<file path="config.mk">
export PLATFORM = sky130hd
export DESIGN_NAME = uart_rx_status
export DESIGN_NICKNAME = d
export VERILOG_FILES = /design/src/rtl/uart_rx_pkg.sv /design/src/rtl/uart_rx_sampler.sv /design/src/rtl/uart_rx_holdreg.sv /design/src/rtl/uart_rx_status.sv
export SDC_FILE = /design/constraint.sdc
export NUM_CORES = 1
export LEC_CHECK = 0
export BUFFER_PORTS_ARGS = -buffer_cell sky130_fd_sc_hd__buf_2
export CAP_MARGIN = 10
export CORE_ASPECT_RATIO = 1.2
export CORE_UTILIZATION = 45
export DETAILED_ROUTE_END_ITERATION = 10
export PLACE_DENSITY = 0.62
export REMOVE_ABC_BUFFERS = 1
export SYNTH_ARGS = -nofsm -noshare
export SYNTH_HDL_FRONTEND = slang
export SYNTH_SLANG_ARGS = --single-unit
</file>
<file path="constraint.sdc">
create_clock -name clk -period 4.95 [get_ports clk]
set_clock_uncertainty 0.1 [all_clocks]
set_input_delay 0.495 -clock clk [delete_from_list [all_inputs] [get_ports clk]]
set_output_delay 0.495 -clock clk [all_outputs]
set_load 0.02 [all_outputs]
</file>
<file path="src/rtl/uart_rx_pkg.sv">
package uart_rx_pkg;

  typedef enum logic [2:0] {
    S_IDLE  = 3'd0,
    S_START = 3'd1,
    S_DATA  = 3'd2,
    S_PAR   = 3'd3,
    S_STOP  = 3'd4,
    S_HOLD  = 3'd5
  } rx_state_t;

  typedef struct packed {
    logic [7:0] data;
    logic       brk;
    logic       fe;
    logic       pe;
  } rx_char_t;

endpackage

</file>
<file path="src/rtl/uart_rx_sampler.sv">
module uart_rx_sampler
  import uart_rx_pkg::*;
#(
  parameter int OS_RATE = 16,
  parameter int DATA_W  = 8,
  localparam int CNT_W  = $clog2(OS_RATE),
  localparam int IDX_W  = $clog2(DATA_W)
) (
  input  logic             clk,
  input  logic             rst_n,
  input  logic             rxd,
  input  logic             os_tick,
  input  logic [IDX_W-1:0] last_idx,
  input  logic             par_en,
  input  logic             par_odd,
  output logic             done,
  output rx_char_t         char_out
);

  localparam logic [CNT_W-1:0] MID_TICK  = CNT_W'(OS_RATE / 2 - 1);
  localparam logic [CNT_W-1:0] LAST_TICK = CNT_W'(OS_RATE - 1);

  rx_state_t         state_q, state_d;
  logic [CNT_W-1:0]  cnt_q, cnt_d;
  logic [IDX_W-1:0]  idx_q, idx_d;
  logic [DATA_W-1:0] sh_q, sh_d;
  logic              pbit_q, pbit_d;
  logic              done_q, done_d;
  rx_char_t          char_q, char_d;

  logic              bit_point;
  logic [DATA_W-1:0] aligned;
  logic              par_err;

  assign bit_point = os_tick && (cnt_q == LAST_TICK);
  assign aligned   = sh_q >> (IDX_W'(DATA_W - 1) - last_idx);
  assign par_err   = par_en && ((^sh_q ^ pbit_q) != par_odd);

  always_comb begin
    state_d = state_q;
    cnt_d   = cnt_q;
    idx_d   = idx_q;
    sh_d    = sh_q;
    pbit_d  = pbit_q;
    done_d  = 1'b0;
    char_d  = char_q;
    unique case (state_q)
      S_IDLE: begin
        if (os_tick && !rxd) begin
          state_d = S_START;
          cnt_d   = '0;
        end
      end
      S_START: begin
        if (os_tick) begin
          if (cnt_q == MID_TICK) begin
            cnt_d = '0;
            if (rxd) begin
              state_d = S_IDLE;
            end else begin
              state_d = S_DATA;
              idx_d   = '0;
              sh_d    = '0;
              pbit_d  = 1'b0;
            end
          end else begin
            cnt_d = cnt_q + 1'b1;
          end
        end
      end
      S_DATA: begin
        if (os_tick) cnt_d = cnt_q + 1'b1;
        if (bit_point) begin
          cnt_d = '0;
          sh_d  = {rxd, sh_q[DATA_W-1:1]};
          idx_d = idx_q + 1'b1;
          if (idx_q == last_idx) state_d = par_en ? S_PAR : S_STOP;
        end
      end
      S_PAR: begin
        if (os_tick) cnt_d = cnt_q + 1'b1;
        if (bit_point) begin
          cnt_d   = '0;
          pbit_d  = rxd;
          state_d = S_STOP;
        end
      end
      S_STOP: begin
        if (os_tick) cnt_d = cnt_q + 1'b1;
        if (bit_point) begin
          cnt_d       = '0;
          done_d      = 1'b1;
          char_d.data = 8'(aligned);
          char_d.fe   = !rxd;
          char_d.pe   = par_err;
          char_d.brk  = (sh_q == '0) && !(par_en && pbit_q) && !rxd;
          state_d     = rxd ? S_IDLE : S_HOLD;
        end
      end
      S_HOLD: begin
        if (rxd) state_d = S_IDLE;
      end
      default: state_d = S_IDLE;
    endcase
  end

  always_ff @(posedge clk or negedge rst_n) begin
    if (!rst_n) begin
      state_q <= S_IDLE;
      cnt_q   <= '0;
      idx_q   <= '0;
      sh_q    <= '0;
      pbit_q  <= 1'b0;
      done_q  <= 1'b0;
      char_q  <= '0;
    end else begin
      state_q <= state_d;
      cnt_q   <= cnt_d;
      idx_q   <= idx_d;
      sh_q    <= sh_d;
      pbit_q  <= pbit_d;
      done_q  <= done_d;
      char_q  <= char_d;
    end
  end

  assign done     = done_q;
  assign char_out = char_q;

  // a high line at the validation tick abandons the start bit
  p_false_start_r2: assert property (@(posedge clk) disable iff (!rst_n)
    (state_q == S_START && os_tick && cnt_q == MID_TICK && rxd) |=> (state_q == S_IDLE));

  // one stop sample gives exactly one single-cycle completion pulse
  p_done_pulse_r5: assert property (@(posedge clk) disable iff (!rst_n)
    done_q |=> !done_q);

  // after a low stop sample no start is accepted while the line stays low
  p_hold_low_r6: assert property (@(posedge clk) disable iff (!rst_n)
    (state_q == S_HOLD && !rxd) |=> (state_q == S_HOLD));

endmodule

</file>
<file path="src/rtl/uart_rx_holdreg.sv">
module uart_rx_holdreg
  import uart_rx_pkg::*;
(
  input  logic       clk,
  input  logic       rst_n,
  input  logic       done,
  input  rx_char_t   char_in,
  input  logic       err_reset,
  input  logic       rd_strobe,
  output logic [7:0] rx_data,
  output logic       rx_ready,
  output logic       st_break,
  output logic       st_frame,
  output logic       st_parity,
  output logic       st_overrun
);

  logic [7:0] data_q, data_d;
  logic       rdy_q, rdy_d;
  logic       brk_q, brk_d;
  logic       fe_q, fe_d;
  logic       pe_q, pe_d;
  logic       ovr_q, ovr_d;
  logic       accept;

  assign accept = done && (!rdy_q || rd_strobe);

  always_comb begin
    data_d = data_q;
    rdy_d  = rdy_q;
    brk_d  = brk_q;
    fe_d   = fe_q;
    pe_d   = pe_q;
    ovr_d  = ovr_q;
    if (rd_strobe) begin
      rdy_d = 1'b0;
      brk_d = 1'b0;
      fe_d  = 1'b0;
      pe_d  = 1'b0;
      ovr_d = 1'b0;
    end
    if (err_reset) begin
      brk_d = 1'b0;
      fe_d  = 1'b0;
      pe_d  = 1'b0;
    end
    if (accept) begin
      data_d = char_in.data;
      rdy_d  = 1'b1;
      brk_d  = char_in.brk;
      fe_d   = char_in.fe;
      pe_d   = char_in.pe;
    end else if (done) begin
      ovr_d = 1'b1;
    end
  end

  always_ff @(posedge clk or negedge rst_n) begin
    if (!rst_n) begin
      data_q <= '0;
      rdy_q  <= 1'b0;
      brk_q  <= 1'b0;
      fe_q   <= 1'b0;
      pe_q   <= 1'b0;
      ovr_q  <= 1'b0;
    end else begin
      data_q <= data_d;
      rdy_q  <= rdy_d;
      brk_q  <= brk_d;
      fe_q   <= fe_d;
      pe_q   <= pe_d;
      ovr_q  <= ovr_d;
    end
  end

  assign rx_data    = data_q;
  assign rx_ready   = rdy_q;
  assign st_break   = brk_q;
  assign st_frame   = fe_q;
  assign st_parity  = pe_q;
  assign st_overrun = ovr_q;

  // a dropped character leaves the held data alone and flags overrun
  p_drop_keeps_data_r8: assert property (@(posedge clk) disable iff (!rst_n)
    (done && rdy_q && !rd_strobe) |=> ($stable(data_q) && ovr_q));

  // error reset never touches the overrun flag
  p_errrst_keeps_ovr_r9: assert property (@(posedge clk) disable iff (!rst_n)
    (err_reset && !rd_strobe && ovr_q) |=> ovr_q);

  // a read with no arriving character empties everything
  p_read_clears_r10: assert property (@(posedge clk) disable iff (!rst_n)
    (rd_strobe && !done) |=> (!rdy_q && !brk_q && !fe_q && !pe_q && !ovr_q));

  // break can only come with a low stop sample
  p_brk_has_fe_r6: assert property (@(posedge clk) disable iff (!rst_n)
    brk_q |-> fe_q);

endmodule

</file>
<file path="src/rtl/uart_rx_status.sv">
module uart_rx_status
  import uart_rx_pkg::*;
#(
  parameter int OS_RATE = 16
) (
  input  logic       clk,
  input  logic       rst_n,
  input  logic       rxd,
  input  logic       os_tick,
  input  logic [1:0] data_bits,
  input  logic       par_en,
  input  logic       par_odd,
  input  logic       err_reset,
  input  logic       rd_strobe,
  output logic [7:0] rx_data,
  output logic       rx_ready,
  output logic       st_break,
  output logic       st_frame,
  output logic       st_parity,
  output logic       st_overrun
);

  localparam int DATA_W = 8;
  localparam int IDX_W  = $clog2(DATA_W);
  localparam int MIN_W  = 5;

  logic [IDX_W-1:0] last_idx;
  logic             done;
  rx_char_t         char_w;

  assign last_idx = IDX_W'(data_bits) + IDX_W'(MIN_W - 1);

  uart_rx_sampler #(
    .OS_RATE (OS_RATE),
    .DATA_W  (DATA_W)
  ) u_sampler (
    .clk      (clk),
    .rst_n    (rst_n),
    .rxd      (rxd),
    .os_tick  (os_tick),
    .last_idx (last_idx),
    .par_en   (par_en),
    .par_odd  (par_odd),
    .done     (done),
    .char_out (char_w)
  );

  uart_rx_holdreg u_hold (
    .clk        (clk),
    .rst_n      (rst_n),
    .done       (done),
    .char_in    (char_w),
    .err_reset  (err_reset),
    .rd_strobe  (rd_strobe),
    .rx_data    (rx_data),
    .rx_ready   (rx_ready),
    .st_break   (st_break),
    .st_frame   (st_frame),
    .st_parity  (st_parity),
    .st_overrun (st_overrun)
  );

endmodule

</file>
Word level (Yosys, flattened, before mapping)
Index checks and enable logic that the tools add are counted.
- equality and inequality tests: 19
- add/sub/neg operators: 4
- reduce and logical (&&, ||, !) cells: 25
- bitwise logic cells: 1
- multiplexer cells: 44
- shifts and indexed selects: 1
- operators with widths (operator ; count):
    $mux 3 ; 14
    $mux 8 ; 4
    $mux 4 ; 5
    $pmux 3 s6 ; 1
    $pmux 8 s2 ; 1
    $mux 1 ; 15
    $ne 2x1->1 const B ; 6
    $pmux 4 s3 ; 1
    $reduce_and 5->1 ; 2
    $logic_not 8->1 ; 1
    $reduce_and 8->1 ; 1
    $reduce_xor 8->1 ; 1
    $shr 8x3->8 ; 1
    $logic_and 1x1->1 ; 7
    $eq 3x2->1 const B ; 2
    $eq 3x3->1 const B ; 2
    $ne 2x2->1 const B ; 3
    $pmux 3 s2 ; 1
    $reduce_bool 2->1 ; 3
    $reduce_bool 3->1 ; 2
    $add 4x1->4 const B ; 1
    $eq 4x3->1 const B ; 1
    $eq 4x4->1 const B ; 1
    $reduce_and 4->1 ; 1
    15 further kinds ; 17
- bits of input ports: 10
- register bits after elaboration: 44

Depth between registers and ports, before layout
- depth after elaboration: 5
- gate-level depth with buffers: 6
- mapped depth without buffers: 6

Modules after synthesis
From an unflattened synthesis, not the netlist that was laid out.
- cell total of the unflattened synthesis: 244
- area total of the unflattened synthesis: 2353.5 µm²
- modules (own cells, without submodules) (module ; instances ; area an instance (µm²) ; seq. area each (µm²) ; cells each):
    uart_rx_sampler ; 1 ; 1828.0 ; 775.7 ; 211
    uart_rx_holdreg ; 1 ; 521.8 ; 325.3 ; 32
    uart_rx_status ; 1 ; 3.8 ; 0.0 ; 1

Least setup slack after synthesis
Ideal clock, no wire load.
- kind: register -> register
- start: register u_sampler.state_q[2]
- end: register u_sampler.state_q[0]
- stages on the path, launching flop included: 7
- required time: 4.729 ns
- setup time: 0.121 ns
- path buffers: 2
- period minus slack after synthesis: 1.617 ns
- data arrival time: 1.396 ns
- path slack: 3.333 ns
- cells stage by stage: dfrtp_1 buf_6 or3b_1 buf_6 a31oi_4 a31oi_2 a22o_1
- word-level cells in the longest chain between the ends: 3
- elaborated cells between the ends (all ways): 16
- ends and longest elaborated chain (what ; line ; text):
    from (decl) ; uart_rx_sampler.sv:23 ; rx_state_t state_q, state_d;
    from (signal assigned) ; uart_rx_sampler.sv:117 ; state_q <= state_d;
    $eq 3x3->1 (tied with other cells) ; uart_rx_sampler.sv:47 ; unique case (state_q)
    $ne 2x1->1 (no line) or $ne 2x2->1 (tied branches) ; -- ;
    $reduce_and 8->1 (no line) ; -- ;
Parallel ways exist; a longest one is shown, timed or not.
A chain may end at the register's enable or synchronous reset.

Final worst setup path
Ends and elaborated chain as after synthesis.

==> results.md <==
- Status: finished clean
- Tcrit/Tclk final: 42.5%
- Number of setup buffers added after CTS: 0
- H-tree levels: 2
- Nets@finish: 286
- Clk pwr share: 27.8%
- Mapped Area: 2450 um2
- Initial antenna violation count: 0
- WP data required: 5.04 ns
- Worst-skew pair later-pin latency: 0.30 ns
- P per Cell Area: 393 nW/um2
- Synth Flop Type: dfrtp_1
- Slowest CP cell: dfrtp_1
- Yosys reg bits: 44
- Wirelength per Cell: 13.7 um
- Fraction of synthesis flops using an asynchronous set or reset pin: 100%
- Critical-path cell list: clkinv_1 > o22ai_1 > a31oi_2 > a22o_1
- Die Wd: 69.4 um
- First-pass GRT wire length: 8400 um
- Final cell count without fillers: 333
- GP Congestion: 0.931
- Initial Util: 46.6%
- Max VDD drop: 0.282 mV
- Avg Cell Area, Syn: 9.47 um2
- Slew @ Worst Pin: 0.964 ns
- Endpoint type of the worst setup path: register
- DP HPWL: 3200 um
- Area Growth Syn to Fin: 8.87%
- Pins Over Slew Limit: 0
- Cell area after placement: 2550 um2
- Worst rel slew slack: 35.7%
- Die area: 5750 um2
- Setup TNS: 0 ns
- Core box area: 5260 um2
- Total inserted antenna cells: 0
- Storage cell area: 1100 um2
- Total gr overflow: 0
- Die Y: 82.9 um
- Share of post-route cells with drive strength above 1: 17.0%
- Fmax achieved: 476 MHz
- Synth Instances: 259
- PnR worst setup slack: 2.85 ns
- R2R Setup Slk: 2.85 ns
- CTS tree: done
- Worst endpoint data arrival time: 2.19 ns
- Sequential area share after synthesis: 44.9%
- Vias in the first global route: 1,815
- Resize count post-CTS: 0
- CTS Buffer Depth: 2
- Clock sink count: 44
- CTS Buf Count: 5
- Post-layout min period: 2.10 ns
- CTS clock-pin slew for the worst setup and hold paths: 0.09 ns
- CP Launch Type: register
- Final hold violation count: 0
- Setup Viol. Count Final: 0
- Max cap viols: 0
- Global Route Usage Sum: 18.2%
- Combinational power share: 26.8%
- Peak fanout along the critical path: 18
- Routed Wire Length: 4550 um
- Hold WS: 0.237 ns
- Worst slack, placed: 2.92 ns
- CP Class: reg2reg
- # fillers: 487
- Io pins: 23
- Row Count: 29
- Sw power: 0.000369 W
- Yosys cell types: 47
- Lkg Pwr: 1.25 nW
- Hold Buf Count CTS: 0
- Clk root buf: clkbuf_8
- DRC Markers: 0
- Cell-internal power: 0.000681 W
- Largest net degree at the start of global routing: 45
- Design Area, Final: 2670 um2
- Number of cells after detailed placement: 325
- RSZ-0062 raised after global routing: false
- Hold WC Path Type: in2async
- Post-synth EDFFs: 0
- Share of power burned in registers: 45.4%
- Port Buf Inserts: 22
- Vias/cell: 5.47
- DR iter-0 viols: 104
- Area taken by multi-input logic gates: 1200 um2
- Post-route ant nets: 0
- DR pass1 iterations: 5
- Yosys synthesis warning count: 0
- Sw frac: 35.2%
- Vias after detailed routing: 1,821
- Worst path max stage delay: 0.70 ns
## metal layers
| metal | track usage [%] | part of all wire [%] | vias to the layer above |
|---|---|---|---|
| met5 | 0 | 0 | - |
| met4 | 7.79 | 2.2 | 0 |
| met2 | 29.7 | 49 | 40 |
| met3 | 3.64 | 3.1 | 11 |
| met1 | 23.3 | 45 | 837 |
| li1 | - | - | 933 |
## layout by cell type, fill, tap and decap left out, types with 2 or more instances in the layout
cell       instances
dfrtp_1           44
nand2_1           35
buf_2             22
o21ai_0           18
a21oi_1           13
nor2_1            13
nand3_1           13
inv_1             12
mux2_2            10
o31ai_1           10
xnor2_1            9
mux2i_1            8
ha_1               6
clkbuf_8           6
nand2b_1           4
and3_1             4
o2bb2ai_1          3
o211ai_1           3
nor3b_1            2
nor2b_1            2
o22ai_1            2
nand3b_1           2
nor3_1             2
a21o_1             2
o21a_1             2
and2_1             2
## worst max-delay path, delay by kind of cell (launching register included)
family | cells | cell delay [ns]
AO/OA/AOI/OAI | 3 | 0.76
buffers and inverters | 1 | 0.43
flip-flops | 1 | 0.70
## layout make-up
type / instances / area share [%]
tap: 62 / 2.90
clock buffer: 6 / 3.09
sequential: 44 / 41.2
clock inverter: 2 / 1.45
inverter: 13 / 1.83
timing repair buffer: 23 / 4.40
multi-input combinational: 183 / 45.1
## through the flow
stage / total power (W) / util (%)
6_report: 0.00105 / 50.8
5_1_grt: 0.00112 / 50.8
4_1_cts: 0.00106 / 50.8
3_5_place_dp: 0.000761 / 48.5
3_3_place_gp: 0.000760 / 48.5
2_1_floorplan: 0.000680 / -
## power by group through the flow
stage          registers [W]  clock network, W  logic, W
6_report            0.000476          0.000292  0.000281
5_1_grt             0.000486          0.000315  0.000319
3_5_place_dp        0.000482                 0  0.000280
4_1_cts             0.000474          0.000301  0.000282
2_1_floorplan       0.000458                 0  0.000222
3_3_place_gp        0.000480                 0  0.000280
## cells in the mapped netlist (2+ instances only)
cell type  instances  area [um2]
xnor2_1            9        78.8
and3_1             4        25.0
nor3b_1            2        15.0
buf_1              2        7.51
dfrtp_1           44        1100
o2bb2ai_1          3        26.3
buf_2             10        50.1
nand2_1           35         131
o22ai_1            2        12.5
and2_1             2        12.5
clkbuf_1           5        18.8
nor3_1             2        10.0
o31ai_1           10        75.1
a21o_1             2        15.0
o21a_1             2        15.0
mux2_2            10         113
nor2_1            13        48.8
ha_1               6        75.1
nand3_1           13        65.1
inv_1             12        45.0
o211ai_1           3        22.5
nor2b_1            2        12.5
a21oi_1           13        65.1
buf_6              2        22.5
nand2b_1           4        25.0
nand3b_1           2        15.0
o21ai_0           18        90.1
mux2i_1            8        80.1
## sequential cells by signal (all words and copies together) (netlist names)
register / count
u_hold.st_overrun: 1
u_sampler.char_out: 11
u_sampler.cnt_q: 4
u_hold.st_break: 1
u_hold.st_parity: 1
u_hold.st_frame: 1
u_sampler.state_q: 3
u_sampler.sh_q: 8
u_sampler.idx_q: 3
u_hold.rx_ready: 1
u_hold.rx_data: 8
u_sampler.pbit_q: 1
u_sampler.done: 1
## final timing paths
path                                    endpoint  depth (start not counted)             startpoint
setup / recovery            u_sampler.state_q[0]                          4   u_sampler.state_q[2]
hold / removal                   u_hold.st_frame                          1                  rst_n
setup reg to reg            u_sampler.state_q[0]                          4   u_sampler.state_q[2]
hold reg to reg            u_sampler.char_out[6]                          2  u_sampler.char_out[6]
max in group asynchronous      u_sampler.sh_q[7]                          1                  rst_n
min in group clk               u_hold.st_overrun                          2              rd_strobe
## cell families after synthesis
group           synth area share [%]
compound gates                  18.2
buf+inv                         6.02
mux                             7.85
simple gates                    16.8
fa+ha+maj                       3.06
xor+xnor                        3.21
flops                           44.9
Power figures use the tool's default switching activity.
